===== config.mk =====
export PLATFORM = sky130hd
export DESIGN_NAME = fpcc_unit
export DESIGN_NICKNAME = d
export VERILOG_FILES = /design/src/rtl/fpcc_pkg.sv /design/src/rtl/fpcc_classify.sv /design/src/rtl/fpcc_status.sv /design/src/rtl/fpcc_predicate.sv /design/src/rtl/fpcc_ctrl.sv /design/src/rtl/fpcc_unit.sv
export SDC_FILE = /design/constraint.sdc
export NUM_CORES = 1
export LEC_CHECK = 0
export CORE_ASPECT_RATIO = 1.4
export CORE_UTILIZATION = 22
export CTS_CLUSTER_SIZE = 40
export DETAILED_ROUTE_END_ITERATION = 16
export GPL_TIMING_DRIVEN = 0
export PLACE_DENSITY = 0.81
export SLEW_MARGIN = 20
export SYNTH_ARGS = -nofsm -noshare
export SYNTH_HDL_FRONTEND = slang
export SYNTH_SLANG_ARGS = --single-unit

===== constraint.sdc =====
create_clock -name clk -period 1.9 [get_ports clk]
set_clock_uncertainty 0.2 [all_clocks]
set_input_delay 0.285 -clock clk [delete_from_list [all_inputs] [get_ports clk]]
set_output_delay 0.285 -clock clk [all_outputs]
set_load 0.01 [all_outputs]

===== src/rtl/fpcc_pkg.sv =====
package fpcc_pkg;

    // Flag bundle; order matches the status bit layout from high to low.
    typedef struct packed {
        logic neg;
        logic zero;
        logic inf;
        logic nan;
    } cc_flags_t;

    localparam int CC_FLAG_COUNT = 4;

    typedef enum logic [1:0] {
        ST_IDLE   = 2'd0,
        ST_RESULT = 2'd1,
        ST_FAULT  = 2'd2
    } ctrl_state_t;

endpackage


===== src/rtl/fpcc_classify.sv =====
module fpcc_classify
    import fpcc_pkg::*;
#(
    parameter int SE_W  = 16,
    parameter int MAN_W = 64
) (
    input  logic [SE_W-1:0]  sign_exp,
    input  logic [MAN_W-1:0] mantissa,
    output cc_flags_t        flags
);
    localparam int EXP_W  = SE_W - 1;
    localparam int FRAC_W = MAN_W - 1;

    logic [EXP_W-1:0]  exp_field;
    logic [FRAC_W-1:0] frac_field;
    logic exp_zero;
    logic exp_ones;
    logic frac_zero;

    always_comb begin
        exp_field  = sign_exp[EXP_W-1:0];
        frac_field = mantissa[FRAC_W-1:0];
        exp_zero   = (exp_field == '0);
        exp_ones   = &exp_field;
        frac_zero  = (frac_field == '0);
        flags.neg  = sign_exp[SE_W-1];
        flags.zero = exp_zero & frac_zero;
        flags.inf  = exp_ones & frac_zero;
        flags.nan  = exp_ones & ~frac_zero;
    end


    always_comb begin
        if (flags.nan) begin
            nan_needs_ones_chk: assert (exp_ones);
        end
    end

endmodule


===== src/rtl/fpcc_status.sv =====
module fpcc_status
    import fpcc_pkg::*;
#(
    parameter int          STAT_W       = 32,
    parameter int          FLAG_LSB     = 24,
    parameter logic [31:0] RESET_STATUS = 32'hF0A5_C35A
) (
    input  logic              clk,
    input  logic              rst_n,
    input  logic              upd,
    input  cc_flags_t         flags_in,
    output logic [STAT_W-1:0] stat_q,
    output cc_flags_t         flags_q
);
    localparam int FLAG_HI = FLAG_LSB + CC_FLAG_COUNT - 1;
    localparam logic [STAT_W-1:0] FLAG_MASK =
        {{(STAT_W-CC_FLAG_COUNT){1'b0}}, {CC_FLAG_COUNT{1'b1}}} << FLAG_LSB;
    localparam logic [STAT_W-1:0] INIT_VAL = RESET_STATUS[STAT_W-1:0] & ~FLAG_MASK;

    logic [STAT_W-1:0] placed;

    always_comb begin
        placed = '0;
        placed[FLAG_HI:FLAG_LSB] = flags_in;
    end

    always_ff @(posedge clk) begin
        if (!rst_n) begin
            stat_q <= INIT_VAL;
        end else if (upd) begin
            stat_q <= (stat_q & ~FLAG_MASK) | placed;
        end
    end

    assign flags_q = stat_q[FLAG_HI:FLAG_LSB];


    keep_other_bits_chk: assert property (@(posedge clk) disable iff (!rst_n)
        $stable(stat_q & ~FLAG_MASK));


    class_exclusive_chk: assert property (@(posedge clk) disable iff (!rst_n)
        $onehot0({flags_q.zero, flags_q.inf, flags_q.nan}));


    hold_without_upd_chk: assert property (@(posedge clk) disable iff (!rst_n)
        !upd |=> $stable(stat_q));

endmodule


===== src/rtl/fpcc_predicate.sv =====
module fpcc_predicate
    import fpcc_pkg::*;
(
    input  cc_flags_t  flags,
    input  logic [3:0] code,
    output logic       hit
);
    logic n, z, u;

    always_comb begin
        n = flags.neg;
        z = flags.zero;
        u = flags.nan;
        unique case (code)
            4'h0: hit = 1'b0;
            4'h1: hit = z;
            4'h2: hit = ~(u | z | n);
            4'h3: hit = z | ~(u | n);
            4'h4: hit = n & ~(u | z);
            4'h5: hit = z | (n & ~u);
            4'h6: hit = ~u & ~z;
            4'h7: hit = ~u;
            4'h8: hit = u;
            4'h9: hit = u | z;
            4'hA: hit = u | ~(n | z);
            4'hB: hit = u | z | ~n;
            4'hC: hit = u | (n & ~z);
            4'hD: hit = u | z | n;
            4'hE: hit = ~z;
            4'hF: hit = 1'b1;
            default: hit = 1'b0;
        endcase
    end


    always_comb begin
        if (code == 4'h7 && flags.nan) begin
            ordered_nan_chk: assert (!hit);
        end
    end


    always_comb begin
        if (code == 4'h8) begin
            unordered_tracks_nan_chk: assert (hit == flags.nan);
        end
    end

endmodule


===== src/rtl/fpcc_ctrl.sv =====
module fpcc_ctrl
    import fpcc_pkg::*;
#(
    parameter int SEL_W  = 6,
    parameter int BYTE_W = 8
) (
    input  logic              clk,
    input  logic              rst_n,
    input  logic              req,
    input  logic [SEL_W-1:0]  sel,
    input  logic              hit,
    output logic              res_valid,
    output logic              cond_true,
    output logic [BYTE_W-1:0] set_byte,
    output logic              illegal_sel
);
    localparam int ILL_BIT = SEL_W - 1;

    ctrl_state_t state_q, state_d;
    logic        verdict_q;

    always_comb begin
        state_d = ST_IDLE;
        unique case (state_q)
            ST_IDLE, ST_RESULT, ST_FAULT: begin
                if (req) state_d = sel[ILL_BIT] ? ST_FAULT : ST_RESULT;
                else     state_d = ST_IDLE;
            end
            default: state_d = ST_IDLE;
        endcase
    end

    always_ff @(posedge clk) begin
        if (!rst_n) begin
            state_q   <= ST_IDLE;
            verdict_q <= 1'b0;
        end else begin
            state_q   <= state_d;
            verdict_q <= req & ~sel[ILL_BIT] & hit;
        end
    end

    always_comb begin
        res_valid   = 1'b0;
        cond_true   = 1'b0;
        illegal_sel = 1'b0;
        unique case (state_q)
            ST_IDLE:   ;
            ST_RESULT: begin
                res_valid = 1'b1;
                cond_true = verdict_q;
            end
            ST_FAULT: begin
                res_valid   = 1'b1;
                illegal_sel = 1'b1;
            end
            default: ;
        endcase
        set_byte = {BYTE_W{cond_true}};
    end


    illegal_pulse_chk: assert property (@(posedge clk) disable iff (!rst_n)
        (req && sel[ILL_BIT]) |=> (illegal_sel && !cond_true));


    answer_follows_req_chk: assert property (@(posedge clk) disable iff (!rst_n)
        req |=> res_valid);


    quiet_without_req_chk: assert property (@(posedge clk) disable iff (!rst_n)
        !req |=> !res_valid);


    legal_no_fault_chk: assert property (@(posedge clk) disable iff (!rst_n)
        (req && !sel[ILL_BIT]) |=> !illegal_sel);

endmodule


===== src/rtl/fpcc_unit.sv =====
module fpcc_unit
    import fpcc_pkg::*;
#(
    parameter int          SE_W         = 16,
    parameter int          MAN_W        = 64,
    parameter int          STAT_W       = 32,
    parameter int          FLAG_LSB     = 24,
    parameter int          SEL_W        = 6,
    parameter int          BYTE_W       = 8,
    parameter logic [31:0] RESET_STATUS = 32'hF0A5_C35A
) (
    input  logic              clk,
    input  logic              rst_n,
    input  logic              upd_valid,
    input  logic [SE_W-1:0]   upd_sign_exp,
    input  logic [MAN_W-1:0]  upd_mantissa,
    input  logic              eval_req,
    input  logic [SEL_W-1:0]  eval_sel,
    output logic [STAT_W-1:0] status_q,
    output logic              res_valid,
    output logic              cond_true,
    output logic [BYTE_W-1:0] set_byte,
    output logic              illegal_sel
);
    cc_flags_t new_flags;
    cc_flags_t held_flags;
    logic      pred_hit;

    fpcc_classify #(.SE_W(SE_W), .MAN_W(MAN_W)) u_classify (
        .sign_exp (upd_sign_exp),
        .mantissa (upd_mantissa),
        .flags    (new_flags)
    );

    fpcc_status #(.STAT_W(STAT_W), .FLAG_LSB(FLAG_LSB), .RESET_STATUS(RESET_STATUS)) u_status (
        .clk      (clk),
        .rst_n    (rst_n),
        .upd      (upd_valid),
        .flags_in (new_flags),
        .stat_q   (status_q),
        .flags_q  (held_flags)
    );

    fpcc_predicate u_predicate (
        .flags (held_flags),
        .code  (eval_sel[3:0]),
        .hit   (pred_hit)
    );

    fpcc_ctrl #(.SEL_W(SEL_W), .BYTE_W(BYTE_W)) u_ctrl (
        .clk         (clk),
        .rst_n       (rst_n),
        .req         (eval_req),
        .sel         (eval_sel),
        .hit         (pred_hit),
        .res_valid   (res_valid),
        .cond_true   (cond_true),
        .set_byte    (set_byte),
        .illegal_sel (illegal_sel)
    );

endmodule


# Word level (Yosys, flattened, before mapping)

Index checks and enable logic that the tools add are counted.

Output and inout bits: 43
Input bits: 90
Register bits after elaboration: 35
Logic and storage cells: 61

Reductions and logical operators: 8
Bitwise gates (word level): 28
Equality and inequality tests: 17
Mux-type cells: 5

Operators with widths:

| cell                                           | count |
|---|---|
| zero test 63 bit                               | 1 |
| == test 4 bit (second input constant)          | 8 |
| bitwise OR 32 x 28 -> 32 bit                   | 1 |
| == test 4 x 3 -> 1 bit (second input constant) | 4 |
| one-hot mux 1 bit (16 select lines)            | 1 |
| zero test 15 bit                               | 1 |
| AND reduction 15 bit                           | 1 |
| AND 1 bit                                      | 9 |
| NOT 1 bit                                      | 9 |
| bitwise OR 1 bit                               | 9 |
| == test 4 x 2 -> 1 bit (second input constant) | 2 |
| == test 4 x 1 -> 1 bit (second input constant) | 1 |
| zero test 4 bit                                | 1 |
| two-way mux 1 bit                              | 3 |
| AND reduction 3 bit                            | 1 |
| OR reduction 3 bit                             | 1 |
| == test 2 x 1 -> 1 bit (second input constant) | 1 |
| == test 2 bit (second input constant)          | 1 |
| zero test 2 bit                                | 1 |
| two-way mux 2 bit                              | 1 |
| OR reduction 2 bit                             | 1 |

# Depth between registers and ports, before layout

Gate-level depths: netlist of the first run.

Word-level depth: 5
Mapped depth: 4
Mapped depth without buffers: 4

# Hierarchy

A second synthesis of the first run with hierarchy kept.

Cells, all modules: 111
Area total of the unflattened synthesis: 897.1 µm²

Modules (own cells, without submodules):

| module         | cells each | sequential area each (µm²) | area an instance (µm²) | times used |
|---|---|---|---|---|
| fpcc_status    | 47         | 80.1                       | 404.1                  | 1 |
| fpcc_classify  | 34         | 0.0                        | 229.0                  | 1 |
| fpcc_ctrl      | 21         | 60.1                       | 209.0                  | 1 |
| fpcc_predicate | 9          | 0.0                        | 55.1                   | 1 |

# Worst setup path before layout of the first run

No wires, ideal clock.

Path type: input -> register
From: input upd_mantissa[4]
To: register u_status.stat_q[26]
Required time: 1.613 ns
Arrival: 1.407 ns
Library setup time: 0.087 ns
Path buffers: 0
Stages on the path: 4
Path slack: 0.206 ns
Cell sequence: nor4_1 -> nand4_1 -> or4_1 -> o31ai_1

Word-level cells in the longest chain between the ends: 3

RTL lines:

| element                      | line                | text |
|---|---|---|
| start: declaration           | fpcc_unit.sv:16     | `input logic [MAN_W-1:0] upd_mantissa,` |
| zero test 63 bit             | fpcc_classify.sv:25 | `frac_zero = (frac_field == '0);` |
| AND 1 bit                    | fpcc_classify.sv:27 | `flags.zero = exp_zero & frac_zero;` |
| bitwise OR 32 x 28 -> 32 bit | fpcc_status.sv:31   | `stat_q <= (stat_q & ~FLAG_MASK) \| placed;` |
| end signal: assignment       | fpcc_status.sv:31   |  |
| end: declaration             | fpcc_status.sv:12   | `output logic [STAT_W-1:0] stat_q,` |

Every way passes these cells.
A chain may end at the register's enable or synchronous reset.

# Worst setup path in the final report of the first run

From: input upd_mantissa[7]
To: register u_status.stat_q[26]

Same word-level chain as after synthesis.

==> impl_summary.txt, run 1 <==
----------------------------------------------------
[Synthesis]
  Total number of yosys warnings ... 0
  Cell area after synthesis ... 816 um^2
  Seq cells post-synth ... 7
  Synth Flop Type ... sky130_fd_sc_hd__dfxtp_1
  Count of distinct cell types in the synthesized netlist ... 25
  Syn Inst Count ... 106
  Register area share after synthesis ... 17.2%
  Average size of a mapped cell ... 7.70 um^2
  Share of async-settable or async-resettable flops after synthesis ... 0%
  Count of flip-flops with a built-in enable after synthesis ... 0

[Job]
  Maximum Capacitance Violations ... 0

[Detailed routing]
  Via/cell ratio ... 4.34
  Number of iterations in the first detailed-routing pass ... 4
  Remaining DRCs ... 0
  Remaining antenna violation count after routing ... 0
  Starting DRC count in detailed routing ... 4
  Count of vias placed by the detailed router ... 1,220
  Average wire per standard cell ... 11.0 um
  Drt total wl ... 3080 um

[Clock network]
  Master cell of the clock root buffer ... sky130_fd_sc_hd__clkbuf_8
  TritonCTS clock tree ... built
  CTS H-tree lvls ... 1
  Sink Count ... 7
  Clock buffer depth ... 2
  Number of CTS-inserted buffers ... 3
  Clock network latency to the later pin of the worst-skew pair ... 0.22 ns
  # hold bufs at CTS ... 0
  Clock transition time at the flip-flop clock pins of the worst setup and hold paths ... 0.04 ns

[Layout]
  Commonest non-fill, non-tap cell in the layout ... sky130_fd_sc_hd__buf_4
  Core Util, Final ... 63.8%
  Relative area change from synthesis to final layout ... 172%
  Seq. cell area ... 141 um^2
  Layout cell share with drive strength beyond 1 ... 24.9%
  Final antenna diode count ... 0
  Net total in the final layout ... 335
  Count of fill cells added during filler insertion ... 316
  Multi-input combinational cell area ... 601 um^2
  Most frequent cells in the layout ... sky130_fd_sc_hd__buf_4, sky130_fd_sc_hd__clkdlybuf4s50_1, sky130_fd_sc_hd__dlymetal6s2s_1

[Hold path]
  Worst Hold Class ... reg -> reg

[Global route]
  Total global routing overflow ... 0
  Global-route usage over all layers ... 14.1%
  Global-route wire length before repair ... 4190 um
  Vias in the first global route ... 1,103
  Number of antenna violations at the first check in global routing ... 0
  Maximum number of pins on one net before global-route repair ... 10

[Worst setup path]
  WP data required ... 1.85 ns
  Type of element capturing the critical path ... register
  Arrival time at the worst endpoint ... 1.79 ns
  Startpoint class of the critical path ... input pin
  Largest fanout of any net on the critical path ... 2
  Crit path kind ... in -> reg

[STA]
  Count of pins over their slew limit ... 0
  Max frequency ... 543 MHz
  Part of the cycle the worst path needs ... 97.0%
  Setup total negative slack ... 0 ns
  Number of endpoints with negative hold slack in the final report ... 0
  Final critical-path required period ... 1.84 ns
  Final setup violation count ... 0

[Power]
  Worst vdd rail ir drop ... 0.242 mV
  Static Leakage ... 1.27 nW
  Power per Cell Area ... 291 nW/um^2

[Placement]
  Detail Placement HPWL ... 2480 um
  Port buffer count ... 102
  Final weighted congestion in routability-driven placement ... 0.692

[Floorplan]
  Top-level I/O count ... 133
  Horizontal die dimension ... 53.5 um
  Die Y-Extent ... 74.1 um
  Site row count ... 25
  Core Region ... 3470 um^2
  Die ar. ... 3960 um^2
  Starting density of the core ... 23.5%

[Status]
  Outcome ... finished, final reports clean

----------------------------------------------------
## flip-flops by register name (all words and copies together) (netlist names)
register and count:
u_status.stat_q 4, u_ctrl.state_q 2, u_ctrl.verdict_q 1
## per-layer routing
layer	global-route usage, %	vias to the layer above	routed length, um
met5	0	-	0
met4	5.26	0	30
met3	2.66	4	289
met2	28.3	82	1850
met1	13.3	532	909
li1	-	602	-
## kinds of logic (layout without fill, tap and decap cells)
group	Yosys count	in the layout	share of synthesized area, %
simple gates	46	46	35.4
buf+inv	39	148	34.5
compound gates	8	8	6.14
flops	7	7	17.2
fa+ha+maj	3	3	4.60
other cells	2	28	0.921
mux	1	1	1.23
## power breakdown
part           leakage [nW]  total, mW  internal, mW  switching (mW)
combinational          1.19      0.284         0.191          0.0927
clock                0.0228      0.206         0.145          0.0615
sequential           0.0574      0.154         0.152         0.00270
total                  1.27      0.645         0.488           0.157
## Yosys cell counts, types with 2 or more instances
cell,instances,share of area (%)
sky130_fd_sc_hd__o21ai_0,2,1.2
sky130_fd_sc_hd__nand4_1,7,5.4
sky130_fd_sc_hd__buf_4,36,33
sky130_fd_sc_hd__conb_1,2,0.92
sky130_fd_sc_hd__nor3_1,3,1.8
sky130_fd_sc_hd__nor4_1,18,14
sky130_fd_sc_hd__dfxtp_1,7,17
sky130_fd_sc_hd__nand2_1,4,1.8
sky130_fd_sc_hd__nand3_1,3,1.8
sky130_fd_sc_hd__a21oi_1,3,1.8
sky130_fd_sc_hd__inv_1,3,1.4
sky130_fd_sc_hd__ha_1,3,4.6
sky130_fd_sc_hd__nor2b_1,3,2.3
## final timing paths
kind                                           from                   to  slack [ns]  cells past startpoint
worst min register to register  u_status.stat_q[25]  u_status.stat_q[25]        0.25                      2
worst max-delay path                upd_mantissa[7]  u_status.stat_q[26]        0.06                      5
worst max register to register  u_status.stat_q[27]     u_ctrl.verdict_q        0.51                      4
worst min-delay path            u_status.stat_q[25]  u_status.stat_q[25]        0.25                      2
## critical path, stage by stage
cell,delay (ns)
sky130_fd_sc_hd__clkdlybuf4s50_1,0.42
sky130_fd_sc_hd__nor4_2,0.15
sky130_fd_sc_hd__nand4_1,0.18
sky130_fd_sc_hd__or4_4,0.54
sky130_fd_sc_hd__o31ai_4,0.21
## repair_timing
item,4_1_cts,5_1_grt
buffers inserted,2,1
endpoints found under the setup margin,12,11
pin swaps,16,22
gates resized for setup,40,53
## final cells by class
class	instances	area share (%)
Inverter	3	0.508
Multi-Input combinational cell	86	27.1
Sequential cell	7	6.38
Clock buffer	4	2.03
Timing Repair Buffer	105	49.5
Tap cell	40	2.26
Buffer	36	12.2
## through the flow
step / area, um^2 / power [mW] / worst slack [ns] / hold WS (ns) / instances
finish: 2220 / 0.645 / 0.0569 / 0.247 / 281
floorplan: 913 / 0.250 / 0.206 / 0.161 / 132
global route: 2220 / 0.687 / -0.00987 / 0.284 / 281
global placement: 1980 / 0.448 / -0.399 / 0.244 / 274
CTS: 2040 / 0.646 / -0.0148 / 0.253 / 280
detailed placement: 1980 / 0.451 / -0.388 / 0.244 / 274
Power figures use the tool's default switching activity.
==> inputs of run 2 (changes only) <==
SETUP_SLACK_MARGIN = 0.15   (was default)
==> run 2 against run 1 <==
Against the previous run:
- via count increased by 1.1%
- hold slack about the same
- power decreased by 2.7%
- design area decreased by 5.4%
- critical endpoint unchanged
- largest cell class unchanged
- highest routed layer unchanged
==> impl_summary.txt, run 2 (synthesized netlist as in run 1, its figures left out) <==
----------------------------------------------------
[Worst setup path]
  Arrival time at the worst endpoint ... 1.68 ns (was 1.79 ns)
  Setup slack of the most critical reg-to-reg path ... 0.51 ns (about the same)
  Crit path kind ... in -> reg (unchanged)
  Worst R2R Path Depth ... 4 (unchanged)
  Largest fanout of any net on the critical path ... 2 (unchanged)
  Type of element capturing the critical path ... register (unchanged)
  Startpoint of the worst-slack reg-to-reg timing path ... u_status.stat_q[27] (unchanged)
  Category of cells accounting for the largest share of critical-path delay ... simple AND/OR/NAND/NOR gates (unchanged)
  WP data required ... 1.85 ns (about the same)
  Worst flop-to-flop path endpoint ... u_ctrl.verdict_q (unchanged)
  Maximum single-stage delay on the critical path ... 0.57 ns (was 0.54 ns)
  Startpoint class of the critical path ... input pin (unchanged)
  Slowest CP cell ... sky130_fd_sc_hd__or4_4 (unchanged)
  CP cell instances ... dlygate4sd2_1, nor4_1, nand4_1, or4_4, o31ai_4 (was clkdlybuf4s50_1, nor4_2, nand4_1, or4_4, o31ai_4)
  Worst path bufs/invs ... 1 (unchanged)

[Power]
  Net Sw Frac ... 24.6% (was 24.3%)
  Part of the power in the clock network ... 32.9% (was 32.0%)
  Overall power consumption ... 627 uW (was 645 uW)
  Proportion of power drawn by flip-flops and latches ... 24.6% (was 23.9%)
  Combinational cell fraction of total power ... 42.5% (was 44.1%)
  Static Leakage ... 0.991 nW (was 1.27 nW)
  Power per Cell Area ... 299 nW/um^2 (was 291 nW/um^2)
  Cell internal pwr ... 473 uW (was 488 uW)
  Total net switching power ... 154 uW (was 157 uW)
  Worst vdd rail ir drop ... 0.242 mV (about the same)

[STA]
  Setup repair after global routing missed its margin ... yes
  Number of endpoints with negative hold slack in the final report ... 0 (unchanged)
  Part of the cycle the worst path needs ... 91.2% (was 97.0%)
  Max frequency ... 577 MHz (was 543 MHz)
  Count of pins over their slew limit ... 0 (unchanged)
  Final setup violation count ... 0 (unchanged)
  Final critical-path required period ... 1.73 ns (was 1.84 ns)
  Worst Hold Slack ... 0.247 ns (about the same)

[Detailed routing]
  Via/cell ratio ... 4.30 (was 4.34)
  Remaining antenna violation count after routing ... 0 (unchanged)
  Starting DRC count in detailed routing ... 5 (was 4)
  Remaining DRCs ... 0 (unchanged)
  Drt total wl ... 2850 um (was 3080 um)
  Average wire per standard cell ... 9.93 um (was 11.0 um)
  Number of iterations in the first detailed-routing pass ... 4 (unchanged)
  Count of vias placed by the detailed router ... 1,233 (was 1,220)

[Floorplan]
  Die ar. ... 3960 um^2 (unchanged)
  Site row count ... 25 (unchanged)
  Die Y-Extent ... 74.1 um (unchanged)
  Starting density of the core ... 23.5% (unchanged)
  Top-level I/O count ... 133 (unchanged)
  Core Region ... 3470 um^2 (unchanged)
  Horizontal die dimension ... 53.5 um (unchanged)

[Placement]
  Port buffer count ... 102 (unchanged)
  Detail Placement HPWL ... 2480 um (unchanged)
  Placed insts ... 274 (unchanged)
  Final weighted congestion in routability-driven placement ... 0.692 (unchanged)

[Hold path]
  Hold Startpoint ... u_status.stat_q[25] (unchanged)
  Min-Delay Endpoint ... u_status.stat_q[25] (unchanged)
  Cell count of the worst hold path ... 2 (unchanged)
  Worst Hold Class ... reg -> reg (unchanged)

[Layout]
  Number of standard cells in the final layout excluding fillers ... 287 (was 281)
  Count of fill cells added during filler insertion ... 346 (was 316)
  Largest registers ... u_status.stat_q: 4 flops, u_ctrl.state_q: 2 flops, u_ctrl.verdict_q: 1 flops (unchanged)
  Relative area change from synthesis to final layout ... 157% (was 172%)
  Net total in the final layout ... 341 (was 335)
  Most frequent cells in the layout ... sky130_fd_sc_hd__buf_4, sky130_fd_sc_hd__dlygate4sd2_1, sky130_fd_sc_hd__conb_1, sky130_fd_sc_hd__clkdlybuf4s50_1, sky130_fd_sc_hd__clkdlybuf4s15_1 (was sky130_fd_sc_hd__buf_4, sky130_fd_sc_hd__clkdlybuf4s50_1, sky130_fd_sc_hd__dlymetal6s2s_1)
  Core Util, Final ... 60.4% (was 63.8%)
  Final antenna diode count ... 0 (unchanged)
  Flip-flop count of the largest register, all copies and words added ... 4 (unchanged)
  Layout cell share with drive strength beyond 1 ... 33.2% (was 24.9%)
  Reg with most FFs ... u_status.stat_q (unchanged)
  Commonest non-fill, non-tap cell in the layout ... sky130_fd_sc_hd__buf_4 (unchanged)

[Status]
  Outcome ... finished, final reports clean (unchanged)

[Global route]
  Vias in the first global route ... 1,129 (was 1,103)
  Global-route usage over all layers ... 14.4% (was 14.1%)
  Maximum number of pins on one net before global-route repair ... 8 (was 10)
  Global-route wire length before repair ... 4280 um (was 4190 um)
  Number of antenna violations at the first check in global routing ... 0 (unchanged)
  Total global routing overflow ... 0 (unchanged)

[Clock network]
  TritonCTS clock tree ... built (unchanged)
  Master cell of the clock root buffer ... sky130_fd_sc_hd__clkbuf_8 (unchanged)
  # hold bufs at CTS ... 0 (unchanged)
  Clock buffer depth ... 2 (unchanged)
  Clock network latency to the later pin of the worst-skew pair ... 0.22 ns (about the same)
  Clock transition time at the flip-flop clock pins of the worst setup and hold paths ... 0.04 ns (about the same)
  Number of CTS-inserted buffers ... 3 (unchanged)
  Sink Count ... 7 (unchanged)
  CTS H-tree lvls ... 1 (unchanged)

[Job]
  Maximum Capacitance Violations ... 0 (unchanged)

----------------------------------------------------
[run 2: cell count changes in the layout (fill, tap and decap cells not counted), sizes merged]
cell,delta
clkdlybuf4s15,+23
buf,+6
clkdlybuf4s50,-7
dlygate4sd2,+3
dlymetal6s2s,-34
and2,+1
clkbuf,+14
[run 2: worst max path at each step]
stage	from	to	cells past startpoint
2_1_floorplan	upd_mantissa[4]	u_status.stat_q[26]	4
6_report	upd_mantissa[38]	u_status.stat_q[26]	5
4_1_cts	u_ctrl.state_q[1]	set_byte[4]	5
5_1_grt	upd_mantissa[57]	u_status.stat_q[26]	5
3_3_place_gp	upd_mantissa[54]	u_status.stat_q[26]	5
3_5_place_dp	upd_mantissa[54]	u_status.stat_q[26]	5
[run 2: cell type report]
| class | instances | area [um^2] | area share, % |
|---|---|---|---|
| Clock buffer | 4 | 45.0 | 2.15 |
| Timing Repair Buffer | 110 | 971 | 46.3 |
| Buffer | 36 | 270 | 12.9 |
| Tap cell | 40 | 50.0 | 2.39 |
| Multi-Input combinational cell | 87 | 607 | 28.9 |
| Inverter | 3 | 11.3 | 0.537 |
| Sequential cell | 7 | 143 | 6.80 |
[run 2: what timing repair did]
action                                  CTS  global route
pin swaps                                23            20
resized for setup                       102            54
endpoints found under the setup margin   13            13
cloned                                    1             0
setup buffers                             8             0
[run 2: worst register-to-register path, stage by stage (launching register included)]
cell,delay (ns)
sky130_fd_sc_hd__dfxtp_1,0.33
sky130_fd_sc_hd__nor2b_1,0.12
sky130_fd_sc_hd__a211o_1,0.10
sky130_fd_sc_hd__a21oi_1,0.05
sky130_fd_sc_hd__a2111oi_0,0.45
[run 2: metrics by stage]
stage	cell area, um^2	setup WS (ns)	TNS, ns
2_1_floorplan	913	0.206	0
3_3_place_gp	1980	-0.399	-0.977
3_5_place_dp	1980	-0.388	-1.02
4_1_cts	2070	0.100	0
5_1_grt	2100	0.100	0
6_report	2100	0.167	0
[run 2: per-layer routing]
metal | share of wire [%] | global-route usage [%] | vias up
met1 | 31 | 13.7 | 532
met5 | 0 | 0 | -
li1 | - | - | 615
met4 | 1.1 | 5.26 | 0
met2 | 60 | 28.9 | 82
met3 | 8.9 | 2.66 | 4
[run 2: power groups by stage]
stage / registers [mW] / logic (mW) / clock network (mW)
detailed placement: 0.156 / 0.294 / 0
floorplan: 0.156 / 0.0938 / 0
global placement: 0.156 / 0.292 / 0
CTS: 0.154 / 0.257 / 0.210
global route: 0.155 / 0.292 / 0.223
finish: 0.154 / 0.267 / 0.206
==> inputs of run 3 (changes only) <==
SKIP_CTS_REPAIR_TIMING = 1   (was default)
clock period = 1.6 ns   (was 1.9 ns; I/O delays follow)
==> run 3 against run 2 <==
Against the previous run:
- the run now ends with setup timing left
- design area rose by 11%
- count of clock-buffer cells in the layout did not move
- die area did not move
- hold slack improved by 0.0014 ns
- power rose by 26%
- non-clock buffer count fell by 7
- sequential power rose by 20%
- combinational power rose by 35%
- cell count fell by 2.4%
- flip-flop and latch count did not move
==> impl_summary.txt, run 3 (synthesized netlist as in run 1, its figures left out) <==
----------------------------------------------------
[Clock network]
  Number of CTS-inserted buffers ... 3 (unchanged)
  Clock network latency to the later pin of the worst-skew pair ... 0.22 ns (about the same)
  Clock transition time at the flip-flop clock pins of the worst setup and hold paths ... 0.04 ns (about the same)
  Clock buffer depth ... 2 (unchanged)
  TritonCTS clock tree ... built (unchanged)
  Sink Count ... 7 (unchanged)
  CTS H-tree lvls ... 1 (unchanged)
  Master cell of the clock root buffer ... sky130_fd_sc_hd__clkbuf_8 (unchanged)

[Worst setup path]
  Largest fanout of any net on the critical path ... 5 (was 2)
  WP data required ... 1.16 ns (was 1.85 ns)
  Startpoint class of the critical path ... register (was input pin)
  Type of element capturing the critical path ... output port (was register)
  Arrival time at the worst endpoint ... 1.18 ns (was 1.68 ns)
  Crit path kind ... reg -> out (was in -> reg)

[Detailed routing]
  Via/cell ratio ... 4.38 (was 4.30)
  Remaining antenna violation count after routing ... 0 (unchanged)
  Count of vias placed by the detailed router ... 1,227 (was 1,233)
  Average wire per standard cell ... 12.6 um (was 9.93 um)
  Drt total wl ... 3520 um (was 2850 um)
  Starting DRC count in detailed routing ... 22 (was 5)
  Remaining DRCs ... 0 (unchanged)
  Number of iterations in the first detailed-routing pass ... 4 (unchanged)

[Floorplan]
  Starting density of the core ... 23.5% (unchanged)
  Horizontal die dimension ... 53.5 um (unchanged)
  Top-level I/O count ... 133 (unchanged)
  Die Y-Extent ... 74.1 um (unchanged)
  Die ar. ... 3960 um^2 (unchanged)
  Site row count ... 25 (unchanged)
  Core Region ... 3470 um^2 (unchanged)

[Layout]
  Flip-flop count of the largest register, all copies and words added ... 4 (unchanged)
  Final antenna diode count ... 0 (unchanged)
  Net total in the final layout ... 334 (was 341)
  Reg with most FFs ... u_status.stat_q (unchanged)
  Final design area excluding fillers ... 2320 um^2 (was 2100 um^2)
  Commonest non-fill, non-tap cell in the layout ... sky130_fd_sc_hd__dlymetal6s2s_1 (was sky130_fd_sc_hd__buf_4)
  Count of fill cells added during filler insertion ... 278 (was 346)
  Largest registers ... u_status.stat_q: 4 flops, u_ctrl.state_q: 2 flops, u_ctrl.verdict_q: 1 flops (unchanged)
  Layout cell share with drive strength beyond 1 ... 39.6% (was 33.2%)
  Relative area change from synthesis to final layout ... 185% (was 157%)
  Most frequent cells in the layout ... sky130_fd_sc_hd__dlymetal6s2s_1, sky130_fd_sc_hd__buf_4, sky130_fd_sc_hd__conb_1 (was sky130_fd_sc_hd__buf_4, sky130_fd_sc_hd__dlygate4sd2_1, sky130_fd_sc_hd__conb_1, sky130_fd_sc_hd__clkdlybuf4s50_1, sky130_fd_sc_hd__clkdlybuf4s15_1)

[Hold path]
  Worst Hold Class ... in -> reg (was reg -> reg)

[Placement]
  Placed Area ... 2020 um^2 (was 1980 um^2)
  Port buffer count ... 102 (unchanged)
  Final weighted congestion in routability-driven placement ... 0.746 (was 0.692)
  Detail Placement HPWL ... 2670 um (was 2480 um)

[STA]
  Max frequency ... 615 MHz
  Part of the cycle the worst path needs ... 102%
  Number of endpoints with negative hold slack in the final report ... 0 (unchanged)
  Setup repair after global routing missed its margin ... yes (unchanged)
  Worst Hold Slack ... 0.248 ns (was 0.247 ns)
  Final critical-path required period ... 1.62 ns
  Final setup violation count ... 4 (was 0)
  Count of pins over their slew limit ... 0 (unchanged)
  Fin worst setup slack ... -0.0250 ns (was 0.167 ns)

[Power]
  Worst vdd rail ir drop ... 0.320 mV (was 0.242 mV)
  Power per Cell Area ... 339 nW/um^2 (was 299 nW/um^2)
  Static Leakage ... 1.43 nW (was 0.991 nW)

[Status]
  Outcome ... finished, violations left (was finished, final reports clean)
  Violated checks ... setup timing

[Global route]
  Number of antenna violations at the first check in global routing ... 0 (unchanged)
  Total global routing overflow ... 0 (unchanged)
  Vias in the first global route ... 1,065 (was 1,129)
  Global-route usage over all layers ... 13.2% (was 14.4%)
  Global-route wire length before repair ... 3880 um (was 4280 um)
  Maximum number of pins on one net before global-route repair ... 10 (was 8)

[Job]
  Maximum Capacitance Violations ... 0 (unchanged)

----------------------------------------------------
## run 3: final timing paths
kind                         end                start  cells after the start  slack, ns
max reg2reg     u_ctrl.verdict_q  u_status.stat_q[27]                      4       0.37
min reg2reg  u_status.stat_q[25]  u_status.stat_q[25]                      2       0.27
min          u_status.stat_q[24]     upd_mantissa[15]                      5       0.25
max                  set_byte[3]    u_ctrl.state_q[1]                      5      -0.02
## run 3: layout make-up
cell class | instances | area (um^2) | share of cell area (%)
multi-input combinational | 87 | 669 | 28.8
timing repair buffer | 103 | 1100 | 47.5
clock buffer | 4 | 45.0 | 1.94
buffer | 36 | 297 | 12.8
tap | 40 | 50.0 | 2.16
sequential | 7 | 148 | 6.36
inverter | 3 | 11.3 | 0.485
## run 3: where the power goes
group          switching, mW  internal (mW)  total, mW
sequential           0.00531          0.179      0.185
clock                 0.0705          0.172      0.242
combinational          0.126          0.235      0.361
## run 3: through the flow
stage	setup WS, ns	utilization, %	TNS (ns)	power [mW]	cells
floorplan	0.00513	-	0	0.299	132
global placement	-0.578	58.2	-4.09	0.541	274
detailed placement	-0.592	58.2	-4.30	0.545	274
CTS	-0.561	59.5	-6.22	0.794	278
global route	-0.0861	66.9	-0.385	0.834	280
finish	-0.0250	66.9	-0.0541	0.788	280
## run 3: worst max-delay path, cell delays in order, from the launching register on
cell and delay [ns]:
sky130_fd_sc_hd__dfxtp_2 0.35, sky130_fd_sc_hd__inv_2 0.05, sky130_fd_sc_hd__ha_4 0.15, sky130_fd_sc_hd__and2_4 0.16, sky130_fd_sc_hd__buf_4 0.13, sky130_fd_sc_hd__clkbuf_2 0.11
## run 3: routing by layer
metal | GRT usage [%] | share of wire (%) | wire length [um] | vias up
met5 | 0 | 0 | 0 | -
met4 | 5.26 | 0.48 | 17 | 0
met3 | 3.68 | 9.9 | 350 | 2
met2 | 27.1 | 60 | 2100 | 86
met1 | 11.1 | 30 | 1050 | 539
li1 | - | - | - | 600
